## config.mk

```make
export PLATFORM = sky130hd
export DESIGN_NAME = vcm_power_ctl
export DESIGN_NICKNAME = d
export VERILOG_FILES = /design/src/rtl/vcm_pwr_pkg.sv /design/src/rtl/vcm_scl_idle.sv /design/src/rtl/vcm_fault_qual.sv /design/src/rtl/vcm_pwr_fsm.sv /design/src/rtl/vcm_power_ctl.sv
export SDC_FILE = /design/constraint.sdc
export NUM_CORES = 1
export LEC_CHECK = 0
export ABC_AREA = 0
export BUFFER_PORTS_ARGS = -buffer_cell sky130_fd_sc_hd__buf_2
export CORE_ASPECT_RATIO = 1.4
export CORE_MARGIN = 2
export CORE_UTILIZATION = 45
export CTS_BUF_LIST = sky130_fd_sc_hd__clkbuf_8 sky130_fd_sc_hd__clkbuf_16
export DETAILED_ROUTE_END_ITERATION = 6
export GPL_ROUTABILITY_DRIVEN = 0
export PLACE_DENSITY_LB_ADDON = 0.2
export SYNTH_ARGS = -nofsm -noshare
export SYNTH_HDL_FRONTEND = slang
export SYNTH_SLANG_ARGS = --single-unit
```

## constraint.sdc

```tcl
create_clock -name clk -period 1.7 [get_ports clk]
set_clock_uncertainty 0.15 [all_clocks]
set_input_delay 0.085 -clock clk [delete_from_list [all_inputs] [get_ports clk]]
set_output_delay 0.085 -clock clk [all_outputs]
set_load 0.01 [all_outputs]
```

## src/rtl/vcm_pwr_pkg.sv

```systemverilog
package vcm_pwr_pkg;

    typedef enum logic [1:0] {
        PM_SHUTDOWN = 2'd0,
        PM_STANDBY  = 2'd1,
        PM_ACTIVE   = 2'd2
    } pwr_mode_t;

    localparam int FLAG_N     = 5;
    localparam int FLG_OVC    = 0;
    localparam int FLG_UVL    = 1;
    localparam int FLG_OPEN   = 2;
    localparam int FLG_SHORT  = 3;
    localparam int FLG_THERM  = 4;

endpackage

```

## src/rtl/vcm_scl_idle.sv

```systemverilog
// Counts consecutive low samples of the serial clock line and detects its
// rising edge. The count saturates at the limit and restarts on any high.
module vcm_scl_idle #(
    parameter int IDLE_CYCLES = 50000
) (
    input  logic clk,
    input  logic rst_n,
    input  logic scl_level,
    output logic idle_expired,
    output logic scl_rise
);
    localparam int CW = $clog2(IDLE_CYCLES + 1);
    localparam logic [CW-1:0] LIMIT = CW'(IDLE_CYCLES);

    logic [CW-1:0] low_cnt_q;
    logic          scl_d_q;

    always_ff @(posedge clk or negedge rst_n) begin
        if (!rst_n) begin
            low_cnt_q <= '0;
            scl_d_q   <= 1'b0;
        end else begin
            scl_d_q <= scl_level;
            if (scl_level) begin
                low_cnt_q <= '0;
            end else if (low_cnt_q != LIMIT) begin
                low_cnt_q <= low_cnt_q + 1'b1;
            end
        end
    end

    assign idle_expired = (low_cnt_q == LIMIT);
    assign scl_rise     = scl_level & ~scl_d_q;

endmodule

```

## src/rtl/vcm_fault_qual.sv

```systemverilog
// Qualifies the coil fault conditions against the setpoint and forms the
// per-flag set vector plus the trip request for the state machine.
module vcm_fault_qual
    import vcm_pwr_pkg::*;
#(
    parameter int SP_W    = 10,
    parameter int DET_MIN = 256
) (
    input  logic [SP_W-1:0]   setpoint,
    input  logic              flt_thermal,
    input  logic              flt_short,
    input  logic              flt_open,
    input  logic              flt_overcur,
    input  logic              flt_undervolt,
    output logic              trip,
    output logic              thermal_hit,
    output logic [FLAG_N-1:0] flags
);
    localparam logic [SP_W-1:0] DET_CODE = SP_W'(DET_MIN);

    logic det_ok;
    logic short_q;
    logic open_q;

    assign det_ok  = (setpoint >= DET_CODE);
    assign short_q = flt_short & det_ok;
    assign open_q  = flt_open & det_ok;

    always_comb begin
        flags            = '0;
        flags[FLG_OVC]   = flt_overcur;
        flags[FLG_UVL]   = flt_undervolt;
        flags[FLG_OPEN]  = open_q;
        flags[FLG_SHORT] = short_q;
        flags[FLG_THERM] = flt_thermal;
    end

    assign thermal_hit = flt_thermal;
    assign trip        = flt_thermal | short_q | open_q;

endmodule

```

## src/rtl/vcm_pwr_fsm.sv

```systemverilog
// Three-state power mode machine. One process holds the state register,
// one registers the strobes and the enable alongside it.
module vcm_pwr_fsm
    import vcm_pwr_pkg::*;
#(
    parameter int SP_W = 10
) (
    input  logic              clk,
    input  logic              rst_n,
    input  logic              idle_expired,
    input  logic              scl_rise,
    input  logic              sp_nonzero,
    input  logic              soft_reset,
    input  logic              trip,
    input  logic              thermal_hit,
    input  logic [FLAG_N-1:0] flags,
    output pwr_mode_t         mode_q,
    output logic              drv_en_q,
    output logic              ld_q,
    output logic              spclr_q,
    output logic              stclr_q,
    output logic [FLAG_N-1:0] flg_q
);
    pwr_mode_t         mode_d;
    logic              ld_d;
    logic              spclr_d;
    logic              stclr_d;
    logic [FLAG_N-1:0] flg_d;
    logic              lock_set;
    logic              therm_lock_q;
    logic              engage_block;

    assign engage_block = therm_lock_q | thermal_hit;

    always_comb begin
        mode_d   = mode_q;
        ld_d     = 1'b0;
        spclr_d  = 1'b0;
        stclr_d  = 1'b0;
        flg_d    = '0;
        lock_set = 1'b0;
        unique case (mode_q)
            PM_SHUTDOWN: begin
                if (scl_rise) begin
                    mode_d = PM_STANDBY;
                    ld_d   = 1'b1;
                end
            end
            PM_STANDBY: begin
                if (idle_expired) begin
                    mode_d = PM_SHUTDOWN;
                end else if (soft_reset) begin
                    ld_d = 1'b1;
                end else if (sp_nonzero && !engage_block) begin
                    mode_d  = PM_ACTIVE;
                    stclr_d = 1'b1;
                end
            end
            PM_ACTIVE: begin
                if (idle_expired) begin
                    mode_d = PM_SHUTDOWN;
                end else if (soft_reset) begin
                    mode_d = PM_STANDBY;
                    ld_d   = 1'b1;
                end else if (trip) begin
                    mode_d   = PM_STANDBY;
                    spclr_d  = 1'b1;
                    flg_d    = flags;
                    lock_set = thermal_hit;
                end else if (!sp_nonzero) begin
                    mode_d = PM_STANDBY;
                end else begin
                    flg_d = flags;
                end
            end
            default: begin
                mode_d = PM_SHUTDOWN;
            end
        endcase
    end

    always_ff @(posedge clk or negedge rst_n) begin
        if (!rst_n) begin
            mode_q <= PM_SHUTDOWN;
        end else begin
            mode_q <= mode_d;
        end
    end

    always_ff @(posedge clk or negedge rst_n) begin
        if (!rst_n) begin
            drv_en_q     <= 1'b0;
            ld_q         <= 1'b0;
            spclr_q      <= 1'b0;
            stclr_q      <= 1'b0;
            flg_q        <= '0;
            therm_lock_q <= 1'b0;
        end else begin
            drv_en_q <= (mode_d == PM_ACTIVE);
            ld_q     <= ld_d;
            spclr_q  <= spclr_d;
            stclr_q  <= stclr_d;
            flg_q    <= flg_d;
            if (lock_set) begin
                therm_lock_q <= 1'b1;
            end else if (!thermal_hit) begin
                therm_lock_q <= 1'b0;
            end
        end
    end

endmodule

```

## src/rtl/vcm_power_ctl.sv

```systemverilog
module vcm_power_ctl
    import vcm_pwr_pkg::*;
#(
    parameter int IDLE_CYCLES = 50000,
    parameter int SP_W        = 10,
    parameter int DET_MIN     = 256
) (
    input  logic              clk,
    input  logic              rst_n,
    input  logic              scl_level,
    input  logic [SP_W-1:0]   setpoint,
    input  logic              soft_reset,
    input  logic              flt_thermal,
    input  logic              flt_short,
    input  logic              flt_open,
    input  logic              flt_overcur,
    input  logic              flt_undervolt,
    output logic [1:0]        mode,
    output logic              drv_en,
    output logic              defaults_load,
    output logic              setpoint_clr,
    output logic              status_clr,
    output logic [FLAG_N-1:0] flag_set
);
    logic              idle_expired;
    logic              scl_rise;
    logic              trip;
    logic              thermal_hit;
    logic [FLAG_N-1:0] flags;
    pwr_mode_t         mode_q;

    vcm_scl_idle #(
        .IDLE_CYCLES (IDLE_CYCLES)
    ) u_idle (
        .clk          (clk),
        .rst_n        (rst_n),
        .scl_level    (scl_level),
        .idle_expired (idle_expired),
        .scl_rise     (scl_rise)
    );

    vcm_fault_qual #(
        .SP_W    (SP_W),
        .DET_MIN (DET_MIN)
    ) u_qual (
        .setpoint      (setpoint),
        .flt_thermal   (flt_thermal),
        .flt_short     (flt_short),
        .flt_open      (flt_open),
        .flt_overcur   (flt_overcur),
        .flt_undervolt (flt_undervolt),
        .trip          (trip),
        .thermal_hit   (thermal_hit),
        .flags         (flags)
    );

    vcm_pwr_fsm #(
        .SP_W (SP_W)
    ) u_fsm (
        .clk          (clk),
        .rst_n        (rst_n),
        .idle_expired (idle_expired),
        .scl_rise     (scl_rise),
        .sp_nonzero   (|setpoint),
        .soft_reset   (soft_reset),
        .trip         (trip),
        .thermal_hit  (thermal_hit),
        .flags        (flags),
        .mode_q       (mode_q),
        .drv_en_q     (drv_en),
        .ld_q         (defaults_load),
        .spclr_q      (setpoint_clr),
        .stclr_q      (status_clr),
        .flg_q        (flag_set)
    );

    assign mode = mode_q;

endmodule

```

==> metrics.md <==
| Metric | Value |
|---|---|
| Vias in the first global route | 1360 |
| Root Buffer | clkbuf_8 |
| Combinational share of power | 0.273 |
| CP max FO | 3 |
| Met1 Use GR | 0.232 |
| Switching Fraction | 0.294 |
| Clk network pwr share | 0.353 |
| VDD IR max | 0.676 mV |
| Slew at the pin with the worst max-slew slack | 658 ps |
| Total wire length | 3.49 mm |
| Iteration-0 DRC Markers | 27 |
| CP startpoint kind | register |
| CP Class | register to register |
| Status | finished, violations left |
| Tot GR Track Use | 0.215 |
| Total net switching power | 626 uW |
| Via/cell ratio | 5.26 |
| Rows | 24 |
| # clock sinks | 29 |
| Initial core utilization | 0.471 |
| IO Pins | 30 |
| Via count | 1289 |
| Final WS setup | -89.8 ps |
| Largest net degree at the start of global routing | 30 |
| Failing checks | setup timing |
| Hold Path Sink | u_fsm.flg_q[0] |
| Gr busiest metal | met2 |
| Die height | 71.6 um |
| Post-Syn Area per Cell | 10.2 um2 |
| FF-to-FF path depth | 7 |
| Setup crit end kind | register |
| Clock buffer depth | 2 |
| RSZ-0062 raised after global routing | yes |
| Area leader, netlist | dfrtp_1 |
| WHS Path Cells | 4 |
| Leakage power | 0.00103 uW |
| Port-buffer cells | 29 |
| Met2 Usage GRT | 0.376 |
| Insertion delay to the later sink of the worst-skew pair | 290 ps |
| Syn Inst Count | 144 |
| Max-cap viol count | 0 |
| ANT nets after route | 0 |
| Avg WL per Cell | 14.2 um |
| Synth unique cells | 34 |
| FF+latch count, synth | 29 |
| DRC viols | 0 |
| Gr ovfl total | 0 |
| # diodes | 0 |
| Total power | 2130 uW |
| Place WS | -143 ps |
| Worst reg2reg startpoint | u_idle.low_cnt_q[0] |
| Share of layout cells above drive strength 1 | 0.379 |
| Total Die Area | 0.00375 mm2 |
| Seq/Total Area, Yosys | 0.494 |
| Global-route wire length before repair | 5.86 mm |
| Crit path DAT | 1810 ps |
| Fmax | 559 MHz |
| Fin crit period | 1790 ps |
| Core Box Area | 0.00312 mm2 |
| Capturing point of the worst reg2reg path | u_fsm.drv_en_q |
| Yosys warnings | 0 |
| PD cells | 1010 mW/mm2 |
| Fin cells | 245 |
| Commonest non-fill, non-tap cell in the layout | buf_2 |
| Mapped Area | 0.00147 mm2 |
| Reg-to-reg slack, setup | -90 ps |
| Reg clk slew, reported paths | 70 ps |
| Slew Viols, Final | 0 |
| Reg power frac | 0.374 |
| Dpl hpwl | 2.42 mm |
| Final count of hold timing violations | 0 |
| Syn nets | 169 |
| CP required | 1720 ps |
| HP Class | input port to register |
| Final Setup Violations | 13 |
| Initial antenna violation count | 0 |
| # fillers | 255 |
| Top post-synthesis cells by area | dfrtp_1 49%, nor2_1 5.9%, ha_1 5.1% |
| Total CTS buffers | 5 |
| Commonest cells after routing, fill and taps aside | 30 x buf_2, 28 x dfrtp_1, 22 x nor2_1 |
| Normalized max-slew margin | 0.561 |
| Fin crit share | 1.05 |
| Placed Cells | 224 |
| Area Growth Syn to Fin | 42.7% |
| Die width | 52.3 um |
| Hold Path Origin | setpoint[6] |
| Net count, final | 230 |
| CTS tree | built |
| Yosys top cell area share | 0.494 |
| Int Power | 1500 uW |
| GR Layer Usage met3 | 0.0583 |
| CTS H-tree lvls | 2 |
| First-pass iteration count of the detailed router | 4 |
==> final cells by class <==
cell class | instances | area [um2] | share of cell area
tap | 39 | 48.8 | 0.0233
sequential | 29 | 727 | 0.346
multi-input combinational | 104 | 792 | 0.377
timing repair buffer | 57 | 380 | 0.181
clock inverter | 2 | 37.5 | 0.0179
clock buffer | 6 | 82.6 | 0.0394
inverter | 8 | 30.0 | 0.0143
==> timing repair <==
| item | CTS | global route |
|---|---|---|
| cloned | 1 | 0 |
| pin swaps | 8 | 6 |
| gates resized for setup | 9 | 13 |
| hold endpoints to repair | 37 | 0 |
| setup endpoints to repair | 14 | 21 |
| buffers inserted | 2 | 2 |
| hold buffers | 8 | 0 |
==> power by group through the flow <==
| stage | clock network, uW | registers (uW) | logic (uW) |
|---|---|---|---|
| floorplan | 0 | 844 | 259 |
| global placement | 0 | 806 | 483 |
| detailed placement | 0 | 809 | 496 |
| CTS | 769 | 797 | 541 |
| global route | 799 | 807 | 638 |
| finish | 750 | 796 | 581 |
==> per-stage QoR <==
stage               hold WS [ps]  utilization  area [um2]  setup TNS (ps)
floorplan                   -361            -        1470               0
global placement           -10.6        0.564        1760               0
detailed placement          3.13        0.564        1760           -1340
CTS                         65.6        0.649        2030            -139
global route                 127        0.672        2100           -1920
finish                      93.4        0.672        2100            -433
==> cell families (layout without fill, tap and decap cells) <==
kind of cell | count (synthesis) | count (layout) | share of synthesized area
AO/OA/AOI/OAI | 21 | 21 | 0.0902
AND/OR/NAND/NOR | 66 | 66 | 0.269
adder cells (fa/ha/maj) | 6 | 6 | 0.0511
XOR/XNOR | 11 | 11 | 0.0655
flip-flops | 29 | 29 | 0.494
buffers and inverters | 11 | 73 | 0.0306
==> how the worst max path moves through the flow <==
| stage | endpoint | from | slack [ps] |
|---|---|---|---|
| finish | u_fsm.drv_en_q | u_idle.low_cnt_q[0] | -90 |
| global route | u_fsm.drv_en_q | u_idle.low_cnt_q[0] | -190 |
| CTS | u_fsm.drv_en_q | u_idle.low_cnt_q[0] | -60 |
| detailed placement | u_fsm.drv_en_q | u_idle.low_cnt_q[1] | -140 |
| global placement | u_fsm.drv_en_q | u_idle.low_cnt_q[1] | 5 |
| floorplan | u_fsm.flg_q[0] | u_idle.low_cnt_q[0] | 40 |
==> layer usage <==
metal,share of wire,vias to the layer above
met5,0,-
met2,0.56,37
met4,0.025,0
met1,0.38,626
li1,-,616
met3,0.037,10
==> cell usage after synthesis (all sizes together) <==
| library cell | instances |
|---|---|
| dfrtp | 29 |
| nor2 | 23 |
| inv | 8 |
| a21oi | 6 |
| ha | 6 |
| nand3 | 6 |
| xor2 | 6 |
| and2 | 5 |
| nand4 | 5 |
| o21ai | 5 |
| xnor2 | 5 |
| nand2 | 4 |
| o21a | 4 |
| or3 | 4 |
| a31oi | 3 |
| and4 | 3 |
| nor2b | 3 |
| nor3 | 3 |
| nor4 | 3 |
| and3b | 2 |
| clkbuf | 2 |
| a41oi | 1 |
| and3 | 1 |
| and4b | 1 |
| buf | 1 |
| nand2b | 1 |
| nand3b | 1 |
| nor4bb | 1 |
| o211a | 1 |
| o21ba | 1 |
==> flip-flops by register name (all words and copies together), names as in the netlist <==
name	cells
u_idle.low_cnt_q	16
u_fsm.flg_q	5
u_fsm.mode_q	2
u_fsm.drv_en_q	1
u_fsm.ld_q	1
u_fsm.spclr_q	1
u_fsm.stclr_q	1
u_fsm.therm_lock_q	1
u_idle.scl_d_q	1
==> worst max-delay path: stages, from the launching register on <==
cell and delay [ps]:
dfrtp_1 380, inv_2 70, ha_4 120, nor4bb_4 180
nand4_1 220, and4_1 240, o21ba_1 200, o211a_1 110
No activity file was read; power rests on OpenSTA's default activity.
